<file path="config.mk">
export PLATFORM = sky130hd
export DESIGN_NAME = pcfg_master
export DESIGN_NICKNAME = d
export VERILOG_FILES = /design/src/rtl/pcfg_pkg.sv /design/src/rtl/pcfg_tick.sv /design/src/rtl/pcfg_timer.sv /design/src/rtl/pcfg_master.sv
export SDC_FILE = /design/constraint.sdc
export NUM_CORES = 1
export LEC_CHECK = 0
export CAP_MARGIN = 20
export CORE_MARGIN = 3
export CORE_UTILIZATION = 45
export DETAILED_ROUTE_END_ITERATION = 8
export DONT_BUFFER_PORTS = 1
export HOLD_SLACK_MARGIN = 0.15
export PLACE_DENSITY = 0.59
export SETUP_SLACK_MARGIN = 0.2
export SLEW_MARGIN = 5
export SYNTH_ARGS = -nofsm -noshare
export SYNTH_HDL_FRONTEND = slang
export SYNTH_SLANG_ARGS = --single-unit
</file>
<file path="constraint.sdc">
create_clock -name clk -period 7.2 [get_ports clk]
set_input_delay 1.44 -clock clk [delete_from_list [all_inputs] [get_ports clk]]
set_output_delay 1.44 -clock clk [all_outputs]
set_load 0.05 [all_outputs]
</file>
<file path="src/rtl/pcfg_pkg.sv">
package pcfg_pkg;

    typedef enum logic [4:0] {
        S_IDLE,
        S_PROG,
        S_WAIT_RDY,
        S_WR_ON,
        S_CS_ON,
        S_ARM,
        S_LD_GET,
        S_LD_LOW,
        S_LD_HIGH,
        S_BSY_LOW,
        S_BSY_HIGH,
        S_REL_CS,
        S_REL_WR,
        S_DN_LOW,
        S_DN_HIGH,
        S_RB_CS,
        S_RB_LOW,
        S_RB_HIGH,
        S_RB_END_CS,
        S_RB_END_LOW,
        S_RB_END_HIGH,
        S_OK,
        S_FAIL
    } pcfg_state_e;

    // wait groups: the shared timer restarts whenever the group changes
    typedef enum logic [2:0] {
        G_NONE,
        G_PROG,
        G_WAIT,
        G_BSY,
        G_DONE
    } pcfg_grp_e;

    localparam logic [2:0] ST_IDLE     = 3'd0;
    localparam logic [2:0] ST_RUN      = 3'd1;
    localparam logic [2:0] ST_OK       = 3'd2;
    localparam logic [2:0] ST_ERR_INIT = 3'd4;
    localparam logic [2:0] ST_ERR_BUSY = 3'd5;
    localparam logic [2:0] ST_ERR_DONE = 3'd6;

    function automatic pcfg_grp_e grp_of(pcfg_state_e s);
        case (s)
            S_PROG:               return G_PROG;
            S_WAIT_RDY:           return G_WAIT;
            S_BSY_LOW, S_BSY_HIGH: return G_BSY;
            S_DN_LOW, S_DN_HIGH:  return G_DONE;
            default:              return G_NONE;
        endcase
    endfunction

endpackage

</file>
<file path="src/rtl/pcfg_tick.sv">
module pcfg_tick #(
    parameter int HALF_CYC = 4
) (
    input  logic clk,
    input  logic rst_n,
    output logic tick
);
    generate
        if (HALF_CYC <= 1) begin : g_every
            assign tick = 1'b1;
        end else begin : g_div
            localparam int CW = $clog2(HALF_CYC);
            localparam logic [CW-1:0] TOP = CW'(HALF_CYC - 1);
            logic [CW-1:0] cnt_q;
            always_ff @(posedge clk or negedge rst_n) begin
                if (!rst_n)
                    cnt_q <= '0;
                else if (cnt_q == TOP)
                    cnt_q <= '0;
                else
                    cnt_q <= cnt_q + 1'b1;
            end
            assign tick = (cnt_q == TOP);
        end
    endgenerate
endmodule

</file>
<file path="src/rtl/pcfg_timer.sv">
module pcfg_timer #(
    parameter int W = 20
) (
    input  logic         clk,
    input  logic         rst_n,
    input  logic         clr,
    output logic [W-1:0] cnt
);
    always_ff @(posedge clk or negedge rst_n) begin
        if (!rst_n)
            cnt <= '0;
        else if (clr)
            cnt <= '0;
        else if (cnt != '1)
            cnt <= cnt + 1'b1;
    end
endmodule

</file>
<file path="src/rtl/pcfg_master.sv">
module pcfg_master import pcfg_pkg::*; #(
    parameter int DATA_W      = 8,
    parameter int CNT_W       = 16,
    parameter int HALF_CYC    = 4,
    parameter int PROG_CYC    = 100,
    parameter int TIMEOUT_CYC = 500000
) (
    input  logic              clk,
    input  logic              rst_n,
    input  logic              start,
    input  logic              mode,
    input  logic              chk_busy,
    input  logic [CNT_W-1:0]  rd_count,
    input  logic [DATA_W-1:0] s_data,
    input  logic              s_valid,
    input  logic              s_last,
    output logic              s_ready,
    output logic [DATA_W-1:0] m_data,
    output logic              m_valid,
    output logic              pin_prog,
    output logic              pin_cs,
    output logic              pin_wr,
    output logic              pin_cclk,
    output logic [DATA_W-1:0] pin_d_out,
    output logic              pin_d_oe,
    input  logic [DATA_W-1:0] pin_d_in,
    input  logic              pin_init,
    input  logic              pin_busy,
    input  logic              pin_done,
    output logic [2:0]        status
);
    localparam int TMAX = (TIMEOUT_CYC > PROG_CYC) ? TIMEOUT_CYC : PROG_CYC;
    localparam int TW   = $clog2(TMAX + 1);
    localparam logic [TW-1:0] TMO_END  = TW'(TIMEOUT_CYC - 1);
    localparam logic [TW-1:0] PROG_END = TW'(PROG_CYC - 1);

    pcfg_state_e state_q, state_d;
    logic              tick;
    logic [TW-1:0]     tcnt;
    logic              tmr_clr;
    logic              tmo_hit, prog_hit, launch;
    logic [DATA_W-1:0] dreg_q;
    logic              last_q;
    logic [CNT_W-1:0]  rem_q;
    logic [DATA_W-1:0] m_data_q;
    logic              m_valid_q;
    logic [2:0]        reason_q;

    pcfg_tick #(.HALF_CYC(HALF_CYC)) u_tick (
        .clk   (clk),
        .rst_n (rst_n),
        .tick  (tick)
    );

    pcfg_timer #(.W(TW)) u_tmr (
        .clk   (clk),
        .rst_n (rst_n),
        .clr   (tmr_clr),
        .cnt   (tcnt)
    );

    assign tmr_clr  = (grp_of(state_d) != grp_of(state_q));
    assign tmo_hit  = (tcnt == TMO_END);
    assign prog_hit = (tcnt == PROG_END);
    assign launch   = start && (state_q inside {S_IDLE, S_OK, S_FAIL});

    // next-state
    always_comb begin
        state_d = state_q;
        unique case (state_q)
            S_IDLE, S_OK, S_FAIL:
                if (start) state_d = mode ? S_RB_CS : S_PROG;
            S_PROG:
                if (prog_hit) state_d = S_WAIT_RDY;
            S_WAIT_RDY:
                if (pin_init && !pin_busy) state_d = S_WR_ON;
                else if (tmo_hit)          state_d = S_FAIL;
            S_WR_ON:  if (tick) state_d = S_CS_ON;
            S_CS_ON:  if (tick) state_d = S_ARM;
            S_ARM:    if (tick) state_d = S_LD_GET;
            S_LD_GET: if (tick && s_valid) state_d = S_LD_LOW;
            S_LD_LOW: if (tick) state_d = S_LD_HIGH;
            S_LD_HIGH:
                if (tick) begin
                    if (chk_busy && pin_busy) state_d = S_BSY_LOW;
                    else if (last_q)          state_d = S_REL_CS;
                    else                      state_d = S_LD_GET;
                end
            S_BSY_LOW:
                if (tmo_hit)   state_d = S_FAIL;
                else if (tick) state_d = S_BSY_HIGH;
            S_BSY_HIGH:
                if (tmo_hit) state_d = S_FAIL;
                else if (tick) begin
                    if (pin_busy)    state_d = S_BSY_LOW;
                    else if (last_q) state_d = S_REL_CS;
                    else             state_d = S_LD_GET;
                end
            S_REL_CS: if (tick) state_d = S_REL_WR;
            S_REL_WR: if (tick) state_d = pin_done ? S_OK : S_DN_LOW;
            S_DN_LOW:
                if (tmo_hit)   state_d = S_FAIL;
                else if (tick) state_d = S_DN_HIGH;
            S_DN_HIGH:
                if (tmo_hit)   state_d = S_FAIL;
                else if (tick) state_d = pin_done ? S_OK : S_DN_LOW;
            S_RB_CS:
                if (tick) state_d = (rem_q == '0) ? S_RB_END_CS : S_RB_LOW;
            S_RB_LOW: if (tick) state_d = S_RB_HIGH;
            S_RB_HIGH:
                if (tick) state_d = (rem_q == CNT_W'(1)) ? S_RB_END_CS : S_RB_LOW;
            S_RB_END_CS:   if (tick) state_d = S_RB_END_LOW;
            S_RB_END_LOW:  if (tick) state_d = S_RB_END_HIGH;
            S_RB_END_HIGH: if (tick) state_d = S_OK;
            default: state_d = S_IDLE;
        endcase
    end

    // state register
    always_ff @(posedge clk or negedge rst_n) begin
        if (!rst_n) state_q <= S_IDLE;
        else        state_q <= state_d;
    end

    // datapath registers
    always_ff @(posedge clk or negedge rst_n) begin
        if (!rst_n) begin
            dreg_q    <= '0;
            last_q    <= 1'b0;
            rem_q     <= '0;
            m_data_q  <= '0;
            m_valid_q <= 1'b0;
            reason_q  <= ST_ERR_INIT;
        end else begin
            m_valid_q <= 1'b0;
            if (s_ready && s_valid) begin
                dreg_q <= s_data;
                last_q <= s_last;
            end
            if (launch && mode)
                rem_q <= rd_count;
            if (state_q == S_RB_HIGH && tick) begin
                m_valid_q <= 1'b1;
                m_data_q  <= pin_d_in;
                rem_q     <= rem_q - CNT_W'(1);
            end
            if (state_d == S_FAIL && state_q != S_FAIL) begin
                case (grp_of(state_q))
                    G_WAIT:  reason_q <= ST_ERR_INIT;
                    G_BSY:   reason_q <= ST_ERR_BUSY;
                    default: reason_q <= ST_ERR_DONE;
                endcase
            end
        end
    end

    // outputs
    always_comb begin
        pin_prog = (state_q == S_PROG);
        pin_wr   = state_q inside {S_WR_ON, S_CS_ON, S_ARM, S_LD_GET, S_LD_LOW,
                                   S_LD_HIGH, S_BSY_LOW, S_BSY_HIGH, S_REL_CS};
        pin_cs   = state_q inside {S_CS_ON, S_ARM, S_LD_GET, S_LD_LOW, S_LD_HIGH,
                                   S_BSY_LOW, S_BSY_HIGH,
                                   S_RB_CS, S_RB_LOW, S_RB_HIGH};
        pin_cclk = !(state_q inside {S_LD_LOW, S_BSY_LOW, S_DN_LOW,
                                     S_RB_LOW, S_RB_END_LOW});
        pin_d_oe = state_q inside {S_WR_ON, S_CS_ON, S_ARM, S_LD_GET, S_LD_LOW,
                                   S_LD_HIGH, S_BSY_LOW, S_BSY_HIGH, S_REL_CS};
        pin_d_out = dreg_q;
        s_ready   = (state_q == S_LD_GET) && tick;
        m_data    = m_data_q;
        m_valid   = m_valid_q;
        case (state_q)
            S_IDLE:  status = ST_IDLE;
            S_OK:    status = ST_OK;
            S_FAIL:  status = reason_q;
            default: status = ST_RUN;
        endcase
    end

endmodule

</file>
==> metrics.csv, run 1 <==
stage;metric;value;unit
final_layout;layout_common_cells;nand2_1, dfrtp_1, nor2_1;
timing;final.period_utilization;59.2;%
timing;hold_slack;0.427;ns
final_layout;area_growth;5.65;%
timing;final_max_slew_viol_count;0;
timing;finalSetupViolCount;0;
routing;wl_per_cell;17.4;um
clock_tree;hold_buffers;0;
final_layout;multi_input_area;0.00220;mm^2
synth;netlist_top_cells_area;dfrtp_1, nand2_1, nor3_1;
final_layout;finish.utilization;49.7;%
routing;vias_per_cell;6.05;
synth;syn-num-nets;498;
timing;rsz0062_at_grt;no;
setup_path;critical_path_class;flip-flop to primary output;
routing;dr.pass1.iters;4;
min_path;hold_path.class;flip-flop to flip-flop;
setup_path;cp_num_buf_inv;1;
grt;grt_pass1_vias;3126;
timing;fmax;0.235;GHz
final_layout;fillers;820;
grt;grt-ovfl-total;0;
setup_path;cp-end-kind;primary output;
grt;grtUsageTotal;19.4;%
timing;worst_pin_slew;1.08;ns
final_layout;drive_gt1_share;10.6;%
final_layout;final_common_cell;nand2_1;
power;peakVddDrop;0.151;mV
setup_path;required;5.76;ns
final_layout;regArea;0.00155;mm^2
power;p_total;1.62;mW
floorplan;die_area;0.00987;mm^2
placement;io_buffer_count;0;
placement;dp_slack;3.27;ns
synth;synthArstFlopShare;100;%
clock_tree;postCtsSetupRepairBufs;0;
synth;synthCells;451;
clock_tree;cts_buffers;9;
synth;synth_edf_count;0;
synth;ys.flop_type;dfrtp_1;
routing;vias;3325;
placement;dpl.hpwl;6.61;mm
floorplan;std_cell_rows;33;
power;p_int;846;uW
setup_path;path_cells;inv_1, nand2_1, nor2_1, a211o_1;
setup_path;cp_slowest_stage_delay;0.81;ns
placement;place_congestion;0.941;
clock_tree;post_cts_resize_count;0;
setup_path;worst-path-max-fanout;27;
clock_tree;clock_path_buffers;2;
synth;ys_ff_latch;62;
floorplan;die_y;99.4;um
grt;antenna_found_initial;0;
clock_tree;cts-root-buf;clkbuf_8;
synth;synth_cell_types;68;
power;power_frac_comb;41.4;%
clock_tree;htreeDepth;3;
clock_tree;cts_tree;built;
floorplan;initial_core_util;47.0;%
power;power.density;392;mW/mm^2
routing;drt-total-wl;9.57;mm
synth;synthesis.area;0.00392;mm^2
clock_tree;clock_sinks;62;
grt;grt_max_degree;63;
final_layout;fin_nets;487;
timing;layout_setup_ws;2.94;ns
power;pwr-share-clk;18.9;%
timing;post-route-min-period;4.26;ns
final_layout;n_antenna_cell;0;
setup_path;slowest_stage;nor2_1;
floorplan;core-area;0.00834;mm^2
timing;fin_skew;0.0173;ns
power;seqPwrFrac;39.7;%
setup_path;start_kind;flip-flop;
routing;ant_nets;0;
setup_path;worstPathArrival;2.82;ns
routing;drc;0;
power;p_leak;1.62;nW
setup_path;cp_top_family;simple AND/OR/NAND/NOR gates;
power;sw_frac_of_total;47.9;%
timing;tns;0;ns
synth;synth_area_leader_cell;dfrtp_1;
clock_tree;clk_latency;0.33;ns
routing;drt_iter0_drc;189;
synth;seq_area_frac_synth;39.6;%
power;power.switching;777;uW
floorplan;die_width;99.4;um
status;status;complete, no violations;
run;max-cap-violations;0;
synth;syn_avg_cell_area;8.69;um^2
clock_tree;clkSlewWorstSetupHoldPaths;0.07;ns
synth;netlist.area_leader.share;39.6;%
timing;final-hold-violation-count;0;
timing;slew_headroom;27.9;%
synth;ys_warn_count;0;
floorplan;io_pins;68;
grt;grt_pass1_wl;15.6;mm
## flip-flops by register name (all words and copies together), names as in the netlist
signal	cells
last_q	1
rem_q	16
m_valid	1
pin_d_out	8
state_q	5
u_tick.g_div.cnt_q	2
m_data	8
reason_q	2
u_tmr.cnt	19
## power groups by stage
| stage | clock (mW) | sequential, mW | combinational (mW) |
|---|---|---|---|
| 6_report | 0.307 | 0.644 | 0.671 |
| 5_1_grt | 0.335 | 0.660 | 0.738 |
| 4_1_cts | 0.318 | 0.643 | 0.671 |
| 3_5_place_dp | 0 | 0.650 | 0.667 |
| 3_3_place_gp | 0 | 0.644 | 0.663 |
| 2_1_floorplan | 0 | 0.594 | 0.616 |
## cells in the mapped netlist, drive strengths merged, types with 5 or more instances
cell and count:
o21ai 12, nand3 25, or3 11, clkbuf 6, o211ai 6, mux2 10
a21oi 24, buf 20, inv 8, xnor2 8, nor2 42, dfrtp 62
nor4 7, xor2 8, ha 5, nor2b 10, nor3 37, nand2 68
a211oi 5, o221a 5, nand4 5
## cell type report
| class | count | share of cell area, % |
|---|---|---|
| sequential | 62 | 37.5 |
| clock inverter | 5 | 1.36 |
| tap | 105 | 3.17 |
| multi-input combinational | 355 | 53.2 |
| inverter | 8 | 0.725 |
| timing repair buffer | 4 | 0.725 |
| clock buffer | 11 | 3.41 |
## cell families (layout without fill, tap and decap cells)
logic type                 Yosys count  after routing  share of synthesized area [%]
AOI/OAI and AO/OA                   90             90                           17.3
buffers and inverters               34             28                           4.72
xor gates and xnor gates            16             16                           3.57
adders and majority gates            5              5                           1.60
and+or+nand+nor                    232            232                           29.9
DFF                                 62             62                           39.6
muxes                               12             12                           3.38
## worst paths after layout
| check | cells past startpoint | slack, ns | startpoint | endpoint |
|---|---|---|---|---|
| worst max-delay path | 4 | 2.94 | state_q[0] | status[0] |
| min in group asynchronous | 0 | 0.80 | rst_n | pin_d_out[1] |
| worst min-delay path | 1 | 0.43 | u_tick.g_div.cnt_q[0] | u_tick.g_div.cnt_q[0] |
| worst min register to register | 1 | 0.43 | u_tick.g_div.cnt_q[0] | u_tick.g_div.cnt_q[0] |
| max in group asynchronous | 0 | 6.30 | rst_n | u_tmr.cnt[15] |
| worst max register to register | 8 | 3.29 | u_tick.g_div.cnt_q[0] | u_tmr.cnt[16] |
## stage by stage
stage	std cells	cell area (um^2)
after global routing	550	4140
final	550	4140
after CTS	550	4140
after detailed placement	534	3950
after global placement	534	3950
after floorplan	451	3920
## layer usage
metal | vias to the layer above | track usage (%) | part of all wire (%)
met4 | 0 | 4.83 | 0.68
met1 | 1596 | 27.2 | 45
li1 | 1622 | - | -
met5 | - | 0 | 0
met2 | 99 | 30.0 | 49
met3 | 8 | 5.12 | 5.8
(Power assumes the default switching activity.)
==> run 2, diff against run 1 <==
--- a/config.mk
+++ b/config.mk
@@ -5,13 +5,14 @@
 export SDC_FILE = /design/constraint.sdc
 export NUM_CORES = 1
 export LEC_CHECK = 0
+export ABC_AREA = 1
 export CAP_MARGIN = 20
 export CORE_MARGIN = 3
 export CORE_UTILIZATION = 45
 export DETAILED_ROUTE_END_ITERATION = 8
 export DONT_BUFFER_PORTS = 1
 export HOLD_SLACK_MARGIN = 0.15
-export PLACE_DENSITY = 0.59
+export PLACE_DENSITY = 0.61
 export SETUP_SLACK_MARGIN = 0.2
 export SLEW_MARGIN = 5
 export SYNTH_ARGS = -nofsm -noshare
==> constraint.sdc (replaced) <==
create_clock -name clk -period 3.77 [get_ports clk]
set_input_delay 0.754 -clock clk [delete_from_list [all_inputs] [get_ports clk]]
set_output_delay 0.754 -clock clk [all_outputs]
set_load 0.05 [all_outputs]
==> metrics.csv, run 2 <==
stage;metric;value;unit
timing;fin_skew;0.0144;ns
clock_tree;htreeDepth;3;
synth;synth.most_common_cell;nand2_1;
synth;ys_top_cells_by_count;nand2_1, nor2_1, inv_1, nand3_1, dfrtp_1;
power;power.density;768;mW/mm^2
routing;vias;4291;
final_layout;drive_gt1_share;10.2;%
power;pwr-share-clk;20.5;%
min_path;hold_path.class;input pin to asynchronous set/reset pin;
placement;dpl.hpwl;8.67;mm
timing;hold_slack;0.288;ns
setup_path;required;3.02;ns
grt;grt_pass1_wl;19.6;mm
floorplan;io_pins;68;
setup_path;critical_path_class;flip-flop to primary output;
clock_tree;clock_sinks;62;
timing;layout_setup_ws;0.683;ns
timing;finalSetupViolCount;0;
final_layout;fin_nets;719;
timing;fmax;0.324;GHz
timing;tns;0;ns
clock_tree;clock_path_buffers;2;
clock_tree;cts_buffers;9;
final_layout;final_common_cell;nand2_1;
floorplan;initial_core_util;46.9;%
grt;grtUsageTotal;21.9;%
placement;dp_slack;0.761;ns
power;p_total;3.67;mW
floorplan;std_cell_rows;35;
power;peakVddDrop;0.377;mV
power;p_int;1.79;mW
setup_path;start_kind;flip-flop;
synth;netlist_top_cells_area;dfrtp_1, nand2_1, nor2_1;
final_layout;top_regs;u_tmr.cnt (19), rem_q (16);
clock_tree;cts-root-buf;clkbuf_8;
clock_tree;cts_tree;built;
floorplan;die_width;105;um
grt;grt_max_degree;63;
routing;drt_iter0_drc;236;
synth;synth_cell_types;38;
placement;place_congestion;0.945;
final_layout;regMostFlops;u_tmr.cnt;
final_layout;largest_reg_flops;19;
setup_path;path_cells;inv_1, nand3_1, inv_1, o21ai_2, inv_1, nor2_1, nand4_1, buf_4;
floorplan;core-area;0.00933;mm^2
synth;synth_edf_count;0;
synth;synth_area_leader_cell;dfrtp_1;
power;power.switching;1.89;mW
setup_path;worstPathArrival;2.33;ns
final_layout;layout_common_cells;nand2_1, nor2_1, inv_1;
placement;dp.cells;789;
synth;netlist.area_leader.share;35.5;%
setup_path;worst-path-max-fanout;11;
grt;grt-ovfl-total;0;
final_layout;finish.utilization;51.3;%
final_layout;instances_no_fill;806;
setup_path;crit_top_cell;inv_1;
timing;worst_pin_slew;0.622;ns
routing;drt-total-wl;11.6;mm
routing;wl_per_cell;14.4;um
power;seqPwrFrac;32.2;%
power;power_frac_comb;47.3;%
grt;antenna_found_initial;0;
synth;ys_warn_count;0;
timing;post-route-min-period;3.09;ns
placement;io_buffer_count;0;
setup_path;slowest_stage;dfrtp_1;
power;sw_frac_of_total;51.4;%
timing;slew_headroom;58.5;%
synth;seq_area_frac_synth;35.5;%
clock_tree;clkSlewWorstSetupHoldPaths;0.07;ns
synth;ys_ff_latch;62;
final_layout;n_antenna_cell;0;
synth;synthCells;667;
status;status;complete, no violations;
floorplan;die_y;105;um
setup_path;cp_top_family;buffers and inverters;
grt;grt_pass1_vias;4110;
routing;vias_per_cell;5.32;
synth;ys.flop_type;dfrtp_1;
setup_path;cp_slowest_stage_delay;0.61;ns
timing;final-hold-violation-count;0;
clock_tree;clk_latency;0.34;ns
synth;syn_avg_cell_area;6.55;um^2
final_layout;area_growth;9.42;%
floorplan;die_area;0.0109;mm^2
timing;final_max_slew_viol_count;0;
routing;drc;0;
setup_path;cp-end-kind;primary output;
synth;synthArstFlopShare;100;%
placement;place_area;0.00450;mm^2
run;max-cap-violations;0;
routing;dr.pass1.iters;5;
routing;ant_nets;0;
final_layout;fin_area;0.00478;mm^2
timing;final.period_utilization;81.9;%
power;p_leak;2.43;nW
setup_path;cp_num_buf_inv;4;
synth;synthesis.area;0.00437;mm^2
timing;rsz0062_at_grt;no;
final_layout;fillers;932;
synth;syn-num-nets;714;
[run 2: final timing paths]
path                                            start               endpoint  slack (ns)  cells past startpoint
worst min-delay path                            rst_n          u_tmr.cnt[13]        0.29                      1
worst max register to register  u_tick.g_div.cnt_q[0]           u_tmr.cnt[1]        0.74                     16
worst min register to register  u_tick.g_div.cnt_q[0]  u_tick.g_div.cnt_q[0]        0.44                      1
max in group asynchronous                       rst_n              m_data[3]        3.22                      1
worst max-delay path                       state_q[4]               pin_d_oe        0.68                      8
min in group clk                u_tick.g_div.cnt_q[0]  u_tick.g_div.cnt_q[0]        0.44                      1
[run 2: cell type report]
cell class	instances	area, um^2	share of cell area, %
clock buffer	10	138	2.88
timing repair buffer	9	87.6	1.83
clock inverter	6	115	2.41
multi-input combinational	508	2420	50.6
tap	129	161	3.38
sequential	62	1550	32.4
inverter	82	308	6.44
[run 2: logic make-up (layout without fill, tap and decap cells)]
| group | after synthesis | after routing | synth area share [%] |
|---|---|---|---|
| flip-flops | 62 | 62 | 35.5 |
| multiplexers | 2 | 2 | 0.458 |
| adder cells (fa/ha/maj) | 5 | 5 | 1.43 |
| AND/OR/NAND/NOR | 428 | 428 | 42.9 |
| AO/OA/AOI/OAI | 64 | 64 | 8.70 |
| XOR/XNOR | 9 | 9 | 1.80 |
| buffers and inverters | 97 | 107 | 9.25 |
[run 2: power by group through the flow]
stage / clock network, mW / logic, mW / registers (mW)
final: 0.752 / 1.74 / 1.18
after global routing: 0.806 / 1.96 / 1.21
after detailed placement: 0 / 1.72 / 1.19
after floorplan: 0 / 1.48 / 1.12
after global placement: 0 / 1.70 / 1.19
after CTS: 0.774 / 1.74 / 1.18
[run 2: timing repair]
action                    CTS  global route
resized for setup           0             0
hold buffers                1             0
hold endpoints to repair   62             0
setup buffers               0             0
[run 2: layer usage]
layer	up-vias	routed length (um)	GRT usage, %
met4	0	194	6.17
met2	171	5330	34.7
met1	1955	5190	30.1
met5	-	0	0
li1	2147	-	-
met3	18	925	5.06
[run 2: worst register-to-register path, cell delays in order (launching register included)]
cell     delay (ns)
dfrtp_1        0.36
ha_1           0.56
inv_1          0.32
nand2_1        0.14
nand2_1        0.06
nor2_1         0.11
nand3_1        0.09
nor2_2         0.13
nand2_1        0.09
nor2_2         0.12
nand2_1        0.12
nand2_1        0.11
nand3_1        0.08
nand2_1        0.07
nand3_1        0.18
nand2_4        0.28
nor2_1         0.09
==> run 3, diff against run 2 <==
==> constraint.sdc (replaced) <==
create_clock -name clk -period 2.6 [get_ports clk]
set_input_delay 0.52 -clock clk [delete_from_list [all_inputs] [get_ports clk]]
set_output_delay 0.52 -clock clk [all_outputs]
set_load 0.05 [all_outputs]
==> metrics.csv, run 3 (same netlist as run 2, synthesis figures left out) <==
stage;metric;value;unit
status;status;complete, no violations;
setup_path;crit_end;u_tmr.cnt[7];
clock_tree;cts-root-buf;clkbuf_8;
routing;vias_per_cell;5.35;
routing;wl_per_cell;15.4;um
floorplan;core-area;0.00933;mm^2
final_layout;layout_common_cells;nand2_1, nor2_1, buf_4;
final_layout;fillers;833;
setup_path;worst-path-max-fanout;7;
setup_path;cp-end-kind;flip-flop;
routing;drt-total-wl;13.6;mm
setup_path;start_kind;flip-flop;
clock_tree;clock_sinks;62;
final_layout;drive_gt1_share;33.1;%
clock_tree;cts_tree;built;
setup_path;critical_path_class;flip-flop to flip-flop;
routing;drt_iter0_drc;356;
routing;drc;0;
setup_path;cp_slowest_stage_delay;0.49;ns
floorplan;die_area;0.0109;mm^2
power;power.density;1140;mW/mm^2
timing;worst_pin_slew;0.499;ns
final_layout;n_antenna_cell;0;
timing;final-hold-violation-count;0;
clock_tree;htreeDepth;3;
placement;io_buffer_count;0;
final_layout;largest_reg_flops;19;
grt;grt_max_degree;63;
min_path;hold_start;s_data[3];
final_layout;area_growth;36.0;%
timing;final.period_utilization;97.3;%
timing;finalSetupViolCount;0;
setup_path;rr_worst_depth;16;
routing;vias;4732;
routing;dr.pass1.iters;7;
timing;post-route-min-period;2.53;ns
timing;layout_setup_ws;0.0700;ns
clock_tree;cts_buffers;9;
min_path;hold_path.class;input pin to flip-flop;
power;p_leak;2.93;nW
setup_path;path_cells;nand2_2, inv_2, nand2_1, nand2_1, o21ai_0, nand4_1, nor2_2, nand2_2, nor2_4, nand2_2, nand2_2, nand2_2, nor2_4, buf_6, nand3_4, nand2_2;
floorplan;die_y;105;um
setup_path;cp_num_buf_inv;2;
placement;dp.cells;839;
run;max-cap-violations;0;
floorplan;std_cell_rows;35;
final_layout;fin_area;0.00594;mm^2
power;peakVddDrop;0.727;mV
grt;grt_pass1_vias;4556;
grt;grtUsageTotal;24.6;%
floorplan;die_width;105;um
grt;grt-ovfl-total;0;
clock_tree;clock_path_buffers;2;
clock_tree;clkSlewWorstSetupHoldPaths;0.09;ns
timing;final_max_slew_viol_count;0;
final_layout;regMostFlops;u_tmr.cnt;
floorplan;io_pins;68;
final_layout;finish.utilization;63.7;%
timing;rsz0062_at_grt;yes;
timing;fmax;0.395;GHz
setup_path;cp_top_family;simple AND/OR/NAND/NOR gates;
timing;tns;0;ns
clock_tree;clk_latency;0.34;ns
timing;slew_headroom;66.7;%
power;p_total;6.76;mW
final_layout;top_regs;u_tmr.cnt (19), rem_q (16);
timing;hold_slack;0.292;ns
setup_path;slowest_stage;dfrtp_2;
final_layout;instances_no_fill;885;
final_layout;final_common_cell;nand2_1;
setup_path;worstPathArrival;2.81;ns
setup_path;r2r_start;state_q[3];
placement;dp_slack;0.0132;ns
setup_path;required;2.88;ns
setup_path;ff2ff_setup_slack;0.07;ns
setup_path;crit_cells;16;
setup_path;crit_top_cell;nand2_2;
routing;ant_nets;0;
floorplan;initial_core_util;46.9;%
setup_path;cp-startpoint;state_q[3];
grt;grt_pass1_wl;22.3;mm
placement;place_area;0.00489;mm^2
setup_path;r2r_end;u_tmr.cnt[7];
final_layout;fin_nets;798;
placement;dpl.hpwl;9.42;mm
grt;antenna_found_initial;0;
timing;fin_skew;0.0152;ns
placement;place_congestion;1.00;
run 3: cell types whose count changed in the layout (fill, tap and decap cells not counted), moves of 15 or more:
| cell | change |
|---|---|
| nor2_2 | +19 |
| nand2_2 | +25 |
| buf_6 | +15 |
| buf_4 | +60 |
| nor2_1 | -32 |
| nand3_1 | -18 |
| nand2_1 | -29 |
run 3: layout make-up:
class	count	area (um^2)	area share [%]
multi-input combinational	509	2920	49.1
sequential	62	1560	26.2
timing repair buffer	87	757	12.7
inverter	82	320	5.39
tap	129	161	2.72
clock buffer	9	124	2.08
clock inverter	7	105	1.77
run 3: worst min path at each step:
stage | end | slack (ns) | depth (start not counted)
detailed placement | u_tmr.cnt[8] | 0.23 | 0
CTS | pin_d_out[3] | 0.28 | 2
global route | m_data[0] | 0.27 | 2
floorplan | last_q | 0.22 | 0
finish | pin_d_out[3] | 0.29 | 2
global placement | u_tmr.cnt[6] | 0.23 | 0
run 3: metal layers:
metal,vias to the layer above,wire length (um),GRT usage [%]
met2,190,6490,39.3
met5,-,0,0
met3,35,866,4.14
met1,2201,5960,34.3
li1,2306,-,-
met4,0,324,7.12
run 3: repair_timing:
item | CTS | global route
hold buffers | 2 | 0
setup buffers | 11 | 16
pin swaps | 20 | 44
gates cloned | 0 | 1
setup endpoints to repair | 24 | 35
gates resized for setup | 52 | 104
hold endpoints to repair | 62 | 0
run 3: power by group:
group          internal (mW)  switching (mW)  total, mW
Sequential              1.22           0.494       1.71
Combinational           1.54            2.49       4.02
Clock                  0.554           0.466       1.02
